`src/rtl/isu_pkg.sv`:
```
package isu_pkg;
  localparam int WORD_W = 32;
  typedef logic [WORD_W-1:0] word_t;

  typedef enum logic [1:0] {
    SEL_NONE    = 2'd0,
    SEL_ROUTE   = 2'd1,
    SEL_LATCH   = 2'd2,
    SEL_STATUS  = 2'd3
  } reg_sel_e;

  // Mask with num_ch consecutive ones starting at bit lsb.
  function automatic word_t chan_mask(int num_ch, int lsb);
    word_t m;
    m = '0;
    for (int i = 0; i < num_ch; i++) m[lsb + i] = 1'b1;
    return m;
  endfunction
endpackage

```
`src/rtl/isu_reg_port.sv`:
```
module isu_reg_port
  import isu_pkg::*;
#(
  parameter int ADDR_W    = 12,
  parameter int OFF_ROUTE = 'hC0,
  parameter int OFF_LATCH = 'hD0,
  parameter int OFF_STAT  = 'hE0,
  parameter int MAP_END   = 'h130
) (
  input  logic              clk,
  input  logic              rst_n,
  input  logic              req_valid,
  output logic              req_ready,
  input  logic              req_write,
  input  logic [ADDR_W-1:0] req_addr,
  input  word_t             req_wdata,
  output logic              rsp_valid,
  input  logic              rsp_ready,
  output word_t             rsp_rdata,
  input  word_t             route_q,
  input  word_t             latch_q,
  input  word_t             status_q,
  output logic              wr_route,
  output logic              wr_latch,
  output logic              wr_status,
  output word_t             wr_data
);
  localparam logic [ADDR_W-1:0] A_ROUTE = ADDR_W'(OFF_ROUTE);
  localparam logic [ADDR_W-1:0] A_LATCH = ADDR_W'(OFF_LATCH);
  localparam logic [ADDR_W-1:0] A_STAT  = ADDR_W'(OFF_STAT);
  localparam logic [ADDR_W-1:0] A_END   = ADDR_W'(MAP_END);

  reg_sel_e sel;
  logic     accept;
  word_t    rd_word;

  always_comb begin
    sel = SEL_NONE;
    if (req_addr[1:0] == 2'b00 && req_addr <= A_END) begin
      if (req_addr == A_ROUTE)      sel = SEL_ROUTE;
      else if (req_addr == A_LATCH) sel = SEL_LATCH;
      else if (req_addr == A_STAT)  sel = SEL_STATUS;
    end
  end

  always_comb begin
    unique case (sel)
      SEL_ROUTE:  rd_word = route_q;
      SEL_LATCH:  rd_word = latch_q;
      SEL_STATUS: rd_word = status_q;
      default:    rd_word = '0;
    endcase
  end

  assign req_ready = !rsp_valid || rsp_ready;
  assign accept    = req_valid && req_ready;
  assign wr_route  = accept && req_write && sel == SEL_ROUTE;
  assign wr_latch  = accept && req_write && sel == SEL_LATCH;
  assign wr_status = accept && req_write && sel == SEL_STATUS;
  assign wr_data   = req_wdata;

  always_ff @(posedge clk) begin
    if (!rst_n) begin
      rsp_valid <= 1'b0;
      rsp_rdata <= '0;
    end else if (accept && !req_write) begin
      rsp_valid <= 1'b1;
      rsp_rdata <= rd_word;
    end else if (rsp_ready) begin
      rsp_valid <= 1'b0;
    end
  end
endmodule

```
`src/rtl/isu_enable_reg.sv`:
```
module isu_enable_reg
  import isu_pkg::*;
#(
  parameter word_t IMPL_MASK = '0
) (
  input  logic  clk,
  input  logic  rst_n,
  input  logic  wr_stb,
  input  word_t wr_data,
  output word_t en_q
);
  always_ff @(posedge clk) begin
    if (!rst_n)      en_q <= '0;
    else if (wr_stb) en_q <= wr_data & IMPL_MASK;
  end
endmodule

```
`src/rtl/isu_status_bank.sv`:
```
module isu_status_bank
  import isu_pkg::*;
#(
  parameter int    NUM_CH    = 4,
  parameter int    DONE_LSB  = 8,
  parameter int    TOUT_LSB  = 16,
  parameter word_t IMPL_MASK = '0
) (
  input  logic              clk,
  input  logic              rst_n,
  input  logic [NUM_CH-1:0] done_evt,
  input  logic [NUM_CH-1:0] tout_evt,
  input  word_t             latch_en,
  input  logic              clr_stb,
  input  word_t             clr_data,
  output word_t             status_q
);
  word_t evt_word;
  word_t set_word;
  word_t keep_word;

  always_comb begin
    evt_word = '0;
    for (int c = 0; c < NUM_CH; c++) begin
      evt_word[DONE_LSB + c] = done_evt[c];
      evt_word[TOUT_LSB + c] = tout_evt[c];
    end
  end

  assign set_word  = evt_word & latch_en;
  // A zero data bit clears; a one keeps.
  assign keep_word = clr_stb ? clr_data : '1;

  for (genvar b = 0; b < WORD_W; b++) begin : g_bit
    if (IMPL_MASK[b]) begin : g_live
      always_ff @(posedge clk) begin
        if (!rst_n) status_q[b] <= 1'b0;
        else        status_q[b] <= set_word[b] | (status_q[b] & keep_word[b]);
      end
    end else begin : g_tie
      assign status_q[b] = 1'b0;
    end
  end
endmodule

```
`src/rtl/isu_irq_gen.sv`:
```
module isu_irq_gen
  import isu_pkg::*;
(
  input  logic  clk,
  input  logic  rst_n,
  input  word_t status_q,
  input  word_t route_en,
  output logic  irq_q
);
  always_ff @(posedge clk) begin
    if (!rst_n) irq_q <= 1'b0;
    else        irq_q <= |(status_q & route_en);
  end
endmodule

```
`src/rtl/irq_status_unit.sv`:
```
module irq_status_unit
  import isu_pkg::*;
#(
  parameter int NUM_CH    = 4,
  parameter int ADDR_W    = 12,
  parameter int DONE_LSB  = 8,
  parameter int TOUT_LSB  = 16,
  parameter int OFF_ROUTE = 'hC0,
  parameter int OFF_LATCH = 'hD0,
  parameter int OFF_STAT  = 'hE0,
  parameter int MAP_END   = 'h130
) (
  input  logic              clk,
  input  logic              rst_n,
  input  logic [NUM_CH-1:0] done_evt_i,
  input  logic [NUM_CH-1:0] tout_evt_i,
  input  logic              req_valid_i,
  output logic              req_ready_o,
  input  logic              req_write_i,
  input  logic [ADDR_W-1:0] req_addr_i,
  input  logic [31:0]       req_wdata_i,
  output logic              rsp_valid_o,
  input  logic              rsp_ready_i,
  output logic [31:0]       rsp_rdata_o,
  output logic              irq_o
);
  localparam word_t IMPL_MASK = chan_mask(NUM_CH, DONE_LSB) | chan_mask(NUM_CH, TOUT_LSB);

  word_t route_w, latch_w, status_w, wr_data_w;
  logic  wr_route_w, wr_latch_w, wr_status_w;
  logic  en_stb [2];
  word_t en_q   [2];

  isu_reg_port #(
    .ADDR_W(ADDR_W), .OFF_ROUTE(OFF_ROUTE), .OFF_LATCH(OFF_LATCH),
    .OFF_STAT(OFF_STAT), .MAP_END(MAP_END)
  ) u_port (
    .clk(clk), .rst_n(rst_n),
    .req_valid(req_valid_i), .req_ready(req_ready_o), .req_write(req_write_i),
    .req_addr(req_addr_i), .req_wdata(req_wdata_i),
    .rsp_valid(rsp_valid_o), .rsp_ready(rsp_ready_i), .rsp_rdata(rsp_rdata_o),
    .route_q(route_w), .latch_q(latch_w), .status_q(status_w),
    .wr_route(wr_route_w), .wr_latch(wr_latch_w), .wr_status(wr_status_w),
    .wr_data(wr_data_w)
  );

  assign en_stb[0] = wr_route_w;
  assign en_stb[1] = wr_latch_w;
  assign route_w   = en_q[0];
  assign latch_w   = en_q[1];

  for (genvar g = 0; g < 2; g++) begin : g_en
    isu_enable_reg #(.IMPL_MASK(IMPL_MASK)) u_en (
      .clk(clk), .rst_n(rst_n), .wr_stb(en_stb[g]), .wr_data(wr_data_w), .en_q(en_q[g])
    );
  end

  isu_status_bank #(
    .NUM_CH(NUM_CH), .DONE_LSB(DONE_LSB), .TOUT_LSB(TOUT_LSB), .IMPL_MASK(IMPL_MASK)
  ) u_status (
    .clk(clk), .rst_n(rst_n), .done_evt(done_evt_i), .tout_evt(tout_evt_i),
    .latch_en(latch_w), .clr_stb(wr_status_w), .clr_data(wr_data_w), .status_q(status_w)
  );

  isu_irq_gen u_irq (
    .clk(clk), .rst_n(rst_n), .status_q(status_w), .route_en(route_w), .irq_q(irq_o)
  );
endmodule

```
`config.mk`:
```
export PLATFORM = sky130hd
export DESIGN_NAME = irq_status_unit
export DESIGN_NICKNAME = d
export VERILOG_FILES = /design/src/rtl/isu_pkg.sv /design/src/rtl/isu_reg_port.sv /design/src/rtl/isu_enable_reg.sv /design/src/rtl/isu_status_bank.sv /design/src/rtl/isu_irq_gen.sv /design/src/rtl/irq_status_unit.sv
export SDC_FILE = /design/constraint.sdc
export NUM_CORES = 1
export LEC_CHECK = 0
export ABC_AREA = 1
export BUFFER_PORTS_ARGS = -buffer_cell sky130_fd_sc_hd__buf_2
export CAP_MARGIN = 10
export CORE_UTILIZATION = 35
export CTS_CLUSTER_SIZE = 20
export DETAILED_ROUTE_END_ITERATION = 7
export PLACE_DENSITY = 0.59
export SLEW_MARGIN = 10
export SYNTH_ARGS = -nofsm -noshare
export SYNTH_HDL_FRONTEND = slang
export SYNTH_HIERARCHICAL = 1
export SYNTH_SLANG_ARGS = --single-unit
```
`constraint.sdc`:
```
create_clock -name clk -period 1.65 [get_ports clk]
set_input_delay 0.0825 -clock clk [delete_from_list [all_inputs] [get_ports clk]]
set_output_delay 0.0825 -clock clk [all_outputs]
set_load 0.05 [all_outputs]
```
**Word level (Yosys, flattened, before mapping)**

Index checks and enable logic that the tools add are counted.

- Bitwise logic cells: 18
- Order comparisons: 1
- Reduce and logical (&&, ||, !) cells: 13
- Mux-type cells: 8
- Eq/ne operators: 6

Operator list:

| cell | number |
|---|---|
| one-hot mux 20 bit (3 select lines) | 1 |
| bitwise AND 20 bit | 2 |
| equality test 12 x 8 -> 1 bit, second input constant | 3 |
| OR reduction 32 bit | 1 |
| two-way mux 20 bit | 1 |
| less-or-equal comparator 12 x 9 -> 1 bit, second input constant | 1 |
| bitwise AND 1 bit | 8 |
| two-way mux 2 bit | 4 |
| bitwise OR 1 bit | 8 |
| logical AND 1 bit | 7 |
| equality test 2 bit, second input constant | 2 |
| equality test 2 x 1 -> 1 bit, second input constant | 1 |
| logical NOT 1 bit | 2 |
| logical NOT 2 bit | 1 |
| two-way mux 1 bit | 2 |
| nonzero test 2 bit | 1 |
| logical OR 1 bit | 1 |

- Register bits after elaboration: 58
- Word-level logic and storage cells: 59
- Input bits: 57

**Longest topological paths before layout**

- Word-level depth: 10
- Mapped depth: 12
- Depth with buffers taken out: 8

**Modules after synthesis**

Netlist, hierarchy kept.

Modules (own cells, without submodules):

| module | cells each | seq. area each (um^2) | instances | area an instance (um^2) |
|---|---|---|---|---|
| isu_reg_port | 353 | 660.6 | 1 | 2392.3 |
| isu_enable_reg | 76 | 160.2 | 2 | 540.5 |
| isu_status_bank | 75 | 160.2 | 1 | 519.2 |
| isu_irq_gen | 65 | 20.0 | 1 | 261.5 |

**Least setup slack after synthesis**

No wires, ideal clock.

- Path type: flip-flop to flip-flop
- From: reg u_port.rsp_valid
- To: reg u_port.rsp_rdata[10]
- Slack: -0.125 ns
- Cell stages (with the launch flop): 10
- Buffers on the path: 1
- Data required time: 1.579 ns
- Arrival time: 1.704 ns
- Path through: dfxtp_1 -> inv_1 -> nor2_1 -> inv_2 -> nand2_1 -> nor2_4 -> inv_2 -> clkbuf_1 -> nand2_1 -> a21oi_2

- Word-level cells in the longest chain between the ends: 4

RTL lines:

| what | RTL line | RTL |
|---|---|---|
| start: declaration | isu_reg_port.sv:17 | `output logic rsp_valid,` |
| start signal: assignment | isu_reg_port.sv:64 | `rsp_valid <= 1'b0;` |
| start signal: assignment | isu_reg_port.sv:67 | `rsp_valid <= 1'b1;` |
| start signal: assignment | isu_reg_port.sv:70 | `rsp_valid <= 1'b0;` |
| logical NOT 1 bit | isu_reg_port.sv:55 | `assign req_ready = !rsp_valid \|\| rsp_ready;` |
| logical OR 1 bit | isu_reg_port.sv:55 |  |
| via req_ready_o | irq_status_unit.sv:18 | `output logic req_ready_o,` |
| logical AND 1 bit | isu_reg_port.sv:56 | `assign accept = req_valid && req_ready;` |
| logical AND 1 bit | isu_reg_port.sv:66 | `end else if (accept && !req_write) begin` |
| end signal: assignment | isu_reg_port.sv:68 | `rsp_rdata <= rd_word;` |
| end: declaration | isu_reg_port.sv:19 | `output word_t rsp_rdata,` |

The timed path passes the listed nets, and every way through them passes these cells.
A chain may end at the register's enable or synchronous reset.

**Worst setup path after layout**

- From: reg u_port.rsp_valid
- To: reg u_status.status_q[10]

- Word-level cells in the longest chain between the ends: 8

RTL lines:

| what | RTL line | RTL |
|---|---|---|
| logical NOT 1 bit | isu_reg_port.sv:55 |  |
| logical OR 1 bit | isu_reg_port.sv:55 |  |
| logical AND 1 bit | isu_reg_port.sv:56 |  |
| logical AND 1 bit (2 in series) | isu_reg_port.sv:59 | `assign wr_status = accept && req_write && sel == SEL_STATUS;` |
| via wr_status_w | irq_status_unit.sv:30 | `logic wr_route_w, wr_latch_w, wr_status_w;` |
| two-way mux 20 bit | isu_status_bank.sv:32 | `assign keep_word = clr_stb ? clr_data : '1;` |
| bitwise AND 1 bit | isu_status_bank.sv:38 | `else status_q[b] <= set_word[b] \| (status_q[b] & keep_word[b]);` |
| bitwise OR 1 bit | isu_status_bank.sv:38 |  |
| end signal: indexed assignment | isu_status_bank.sv:38 |  |
| end: declaration | isu_status_bank.sv:16 | `output word_t status_q` |

The timed path passes the listed nets, and every way through them passes these cells.

==> results_dict.tcl <==
set metrics [dict create \
    routed_wl_mm 8.975 \
    grt.total_usage 0.1590 \
    cts-root-buf "clkbuf_16" \
    worstPathCellList "inv_1 -> nor2_1 -> inv_2 -> nand3_1 -> nor2_1 -> nand2_1 -> nand2_1 -> a21oi_1" \
    grt_max_degree 69 \
    hp-start "done_evt_i[0]" \
    period_share 0.8909 \
    power.density_nw_per_um2 776.1 \
    p_seq_frac 0.405 \
    clk_path_buf_depth 2 \
    gr-total-overflow 0 \
    core-area_um2 11370 \
    slew_headroom 0.6011 \
    tightest_slew_ps 598.3 \
    initial_core_util 0.3583 \
    drt-initial-drc-count 195 \
    dr.pass1.iters 5 \
    io-pin-count 92 \
    min_path_type "primary input to flip-flop" \
    swShare 0.2417 \
    pwr-share-comb 0.090 \
    synth_cells 621 \
    rsz0062_at_grt "false" \
    cts_tree "built" \
    crit_arrival_ps 1680 \
    p_int_uw 2637 \
    hold_viol_final 0 \
    power_uw 3477 \
    clock_latency_ps 330 \
    via_count 3732 \
    fillerInstances 1237 \
    die-area_um2 12070 \
    synth_warnings 6 \
    layout.nets 730 \
    place_congestion 0.7530 \
    avgSynthCellArea_um2 6.560 \
    power_frac_clock 0.505 \
    fmax_mhz 680.3 \
    drv_cap 0 \
    htreeDepth 3 \
    crit_buf_inv 2 \
    slew_violations 0 \
    outcome "finished clean" \
    crit_path_end_kind "flip-flop" \
    critPathMaxStageDelay_ps 480 \
    wl_per_cell_um 10.93 \
    drc 0 \
    period_needed_ps 1470 \
    crit_family "simple AND/OR/NAND/NOR gates" \
    cts.clk_slew.worst_paths_ps 50 \
    rows 39 \
    drive_above_1_share 0.1917 \
    power_switching_uw 840.6 \
    setup_viol 0 \
    antenna_found_initial 0 \
    area_growth_syn_to_layout_pct 9.982 \
    die-width_um 109.9 \
    reg2reg_from "u_port/rsp_valid$_SDFFE_PN0P_" \
    grt_pass1_vias 3300 \
    clock_skew_ps 3.676 \
    num_antenna_cells 0 \
    critPathLaunchType "flip-flop" \
    place.port_buffers 67 \
    synth.cell_area_um2 4074 \
    numCtsBuffers 9 \
    final_core_util 0.3941 \
    die_h_um 109.9 \
    cts.sinks 58 \
    ant_nets 0 \
    crit_type "flip-flop to flip-flop" \
    setup_tns_ps 0 \
    dpl.hpwl_mm 6.271 \
    viasPerCell 4.546 \
    path_max_fanout 8 \
    startpoint "u_port/rsp_valid$_SDFFE_PN0P_" \
    grt_pass1_wl_mm 14.69 \
    cellLeakagePower_uw 0.002066 \
    slowest_stage "nor2_1" \
    ir_worst_vdd_mv 0.4271 \
    critical_path_required_ps 1860 \
]
area by class of cell:
cell class | count | area [um2] | area share
clock buffer | 14 | 274.0 | 0.06116
clock inverter | 2 | 10.01 | 0.002234
inverter | 34 | 127.6 | 0.02848
multi-input combinational | 480 | 2180 | 0.4865
sequential | 58 | 1162 | 0.2594
tap | 143 | 178.9 | 0.03993
timing repair buffer | 90 | 548.0 | 0.1223
cells in the final DEF, fill, tap and decap left out:
| master | n |
|---|---|
| nor3_4 | 2 |
| nand2_1 | 174 |
| a21oi_1 | 24 |
| inv_1 | 29 |
| inv_2 | 4 |
| buf_4 | 15 |
| nand2_2 | 5 |
| clkinv_2 | 2 |
| o21ai_0 | 1 |
| nor2_2 | 1 |
| clkbuf_16 | 9 |
| a21oi_2 | 17 |
| clkbuf_8 | 3 |
| clkinv_1 | 1 |
| nand4_1 | 33 |
| conb_1 | 72 |
| dfxtp_2 | 1 |
| nor2_1 | 50 |
| dlygate4sd3_1 | 6 |
| buf_12 | 2 |
| buf_2 | 67 |
| nand3_1 | 99 |
| nor2_4 | 2 |
| clkbuf_1 | 2 |
| dfxtp_1 | 57 |
sequential cells by signal (all words and copies together) (netlist names):
name,flops
u_port/rsp_rdata,32
g_en.u_en/en_q,16
u_status/status_q,8
u_irq/irq_q,1
u_port/rsp_valid,1
worst reg2reg max path, stage by stage, from the launching register on:
cell and delay, ps:
dfxtp_2 310, inv_1 40, nor2_1 70, inv_2 80, nand3_1 130, nor2_1 480
nand2_1 100, nand2_1 80, a21oi_1 60
what timing repair did:
action	CTS	global route
resized for setup	0	0
setup buffers	0	2
endpoints found under the setup margin	0	32
hold buffers	6	0
endpoints found under the hold margin	6	0
stage by stage:
| stage | cells | instance area (um2) | worst slack [ps] | hold WS (ps) |
|---|---|---|---|---|
| floorplan | 690 | 4334 | 34.82 | 191.7 |
| global placement | 797 | 4121 | 94.00 | 343.2 |
| detailed placement | 797 | 4121 | 67.81 | 346.0 |
| CTS | 819 | 4466 | 52.86 | 0.6009 |
| global route | 821 | 4481 | 14.96 | 14.31 |
| finish | 821 | 4481 | 180.0 | 4.591 |
metal layers:
layer  up-vias  track usage  routed length [um]
li1       1980            -                   -
met1      1659       0.1924                4215
met2        74       0.2638                4130
met3        19      0.03912                 404
met4         0      0.07333                 224
met5         -            0                   0
path summary, 6_finish.rpt:
kind	cells after the start	endpoint	slack, ps
min reg2reg	2	u_port/rsp_rdata[0]$_SDFFE_PN0P_	460
min	3	u_status/status_q[8]$_SDFF_PN0_	5
max	8	u_status/status_q[10]$_SDFF_PN0_	180
max reg2reg	8	u_status/status_q[10]$_SDFF_PN0_	180
power by group through the flow:
stage / Sequential [uW] / Clock (uW) / Combinational (uW)
2_1_floorplan: 1450 / 0 / 332
3_3_place_gp: 1440 / 0 / 287
3_5_place_dp: 1440 / 0 / 290
4_1_cts: 1410 / 1820 / 301
5_1_grt: 1410 / 1870 / 357
6_report: 1410 / 1760 / 314
Power figures use the tool's default switching activity.
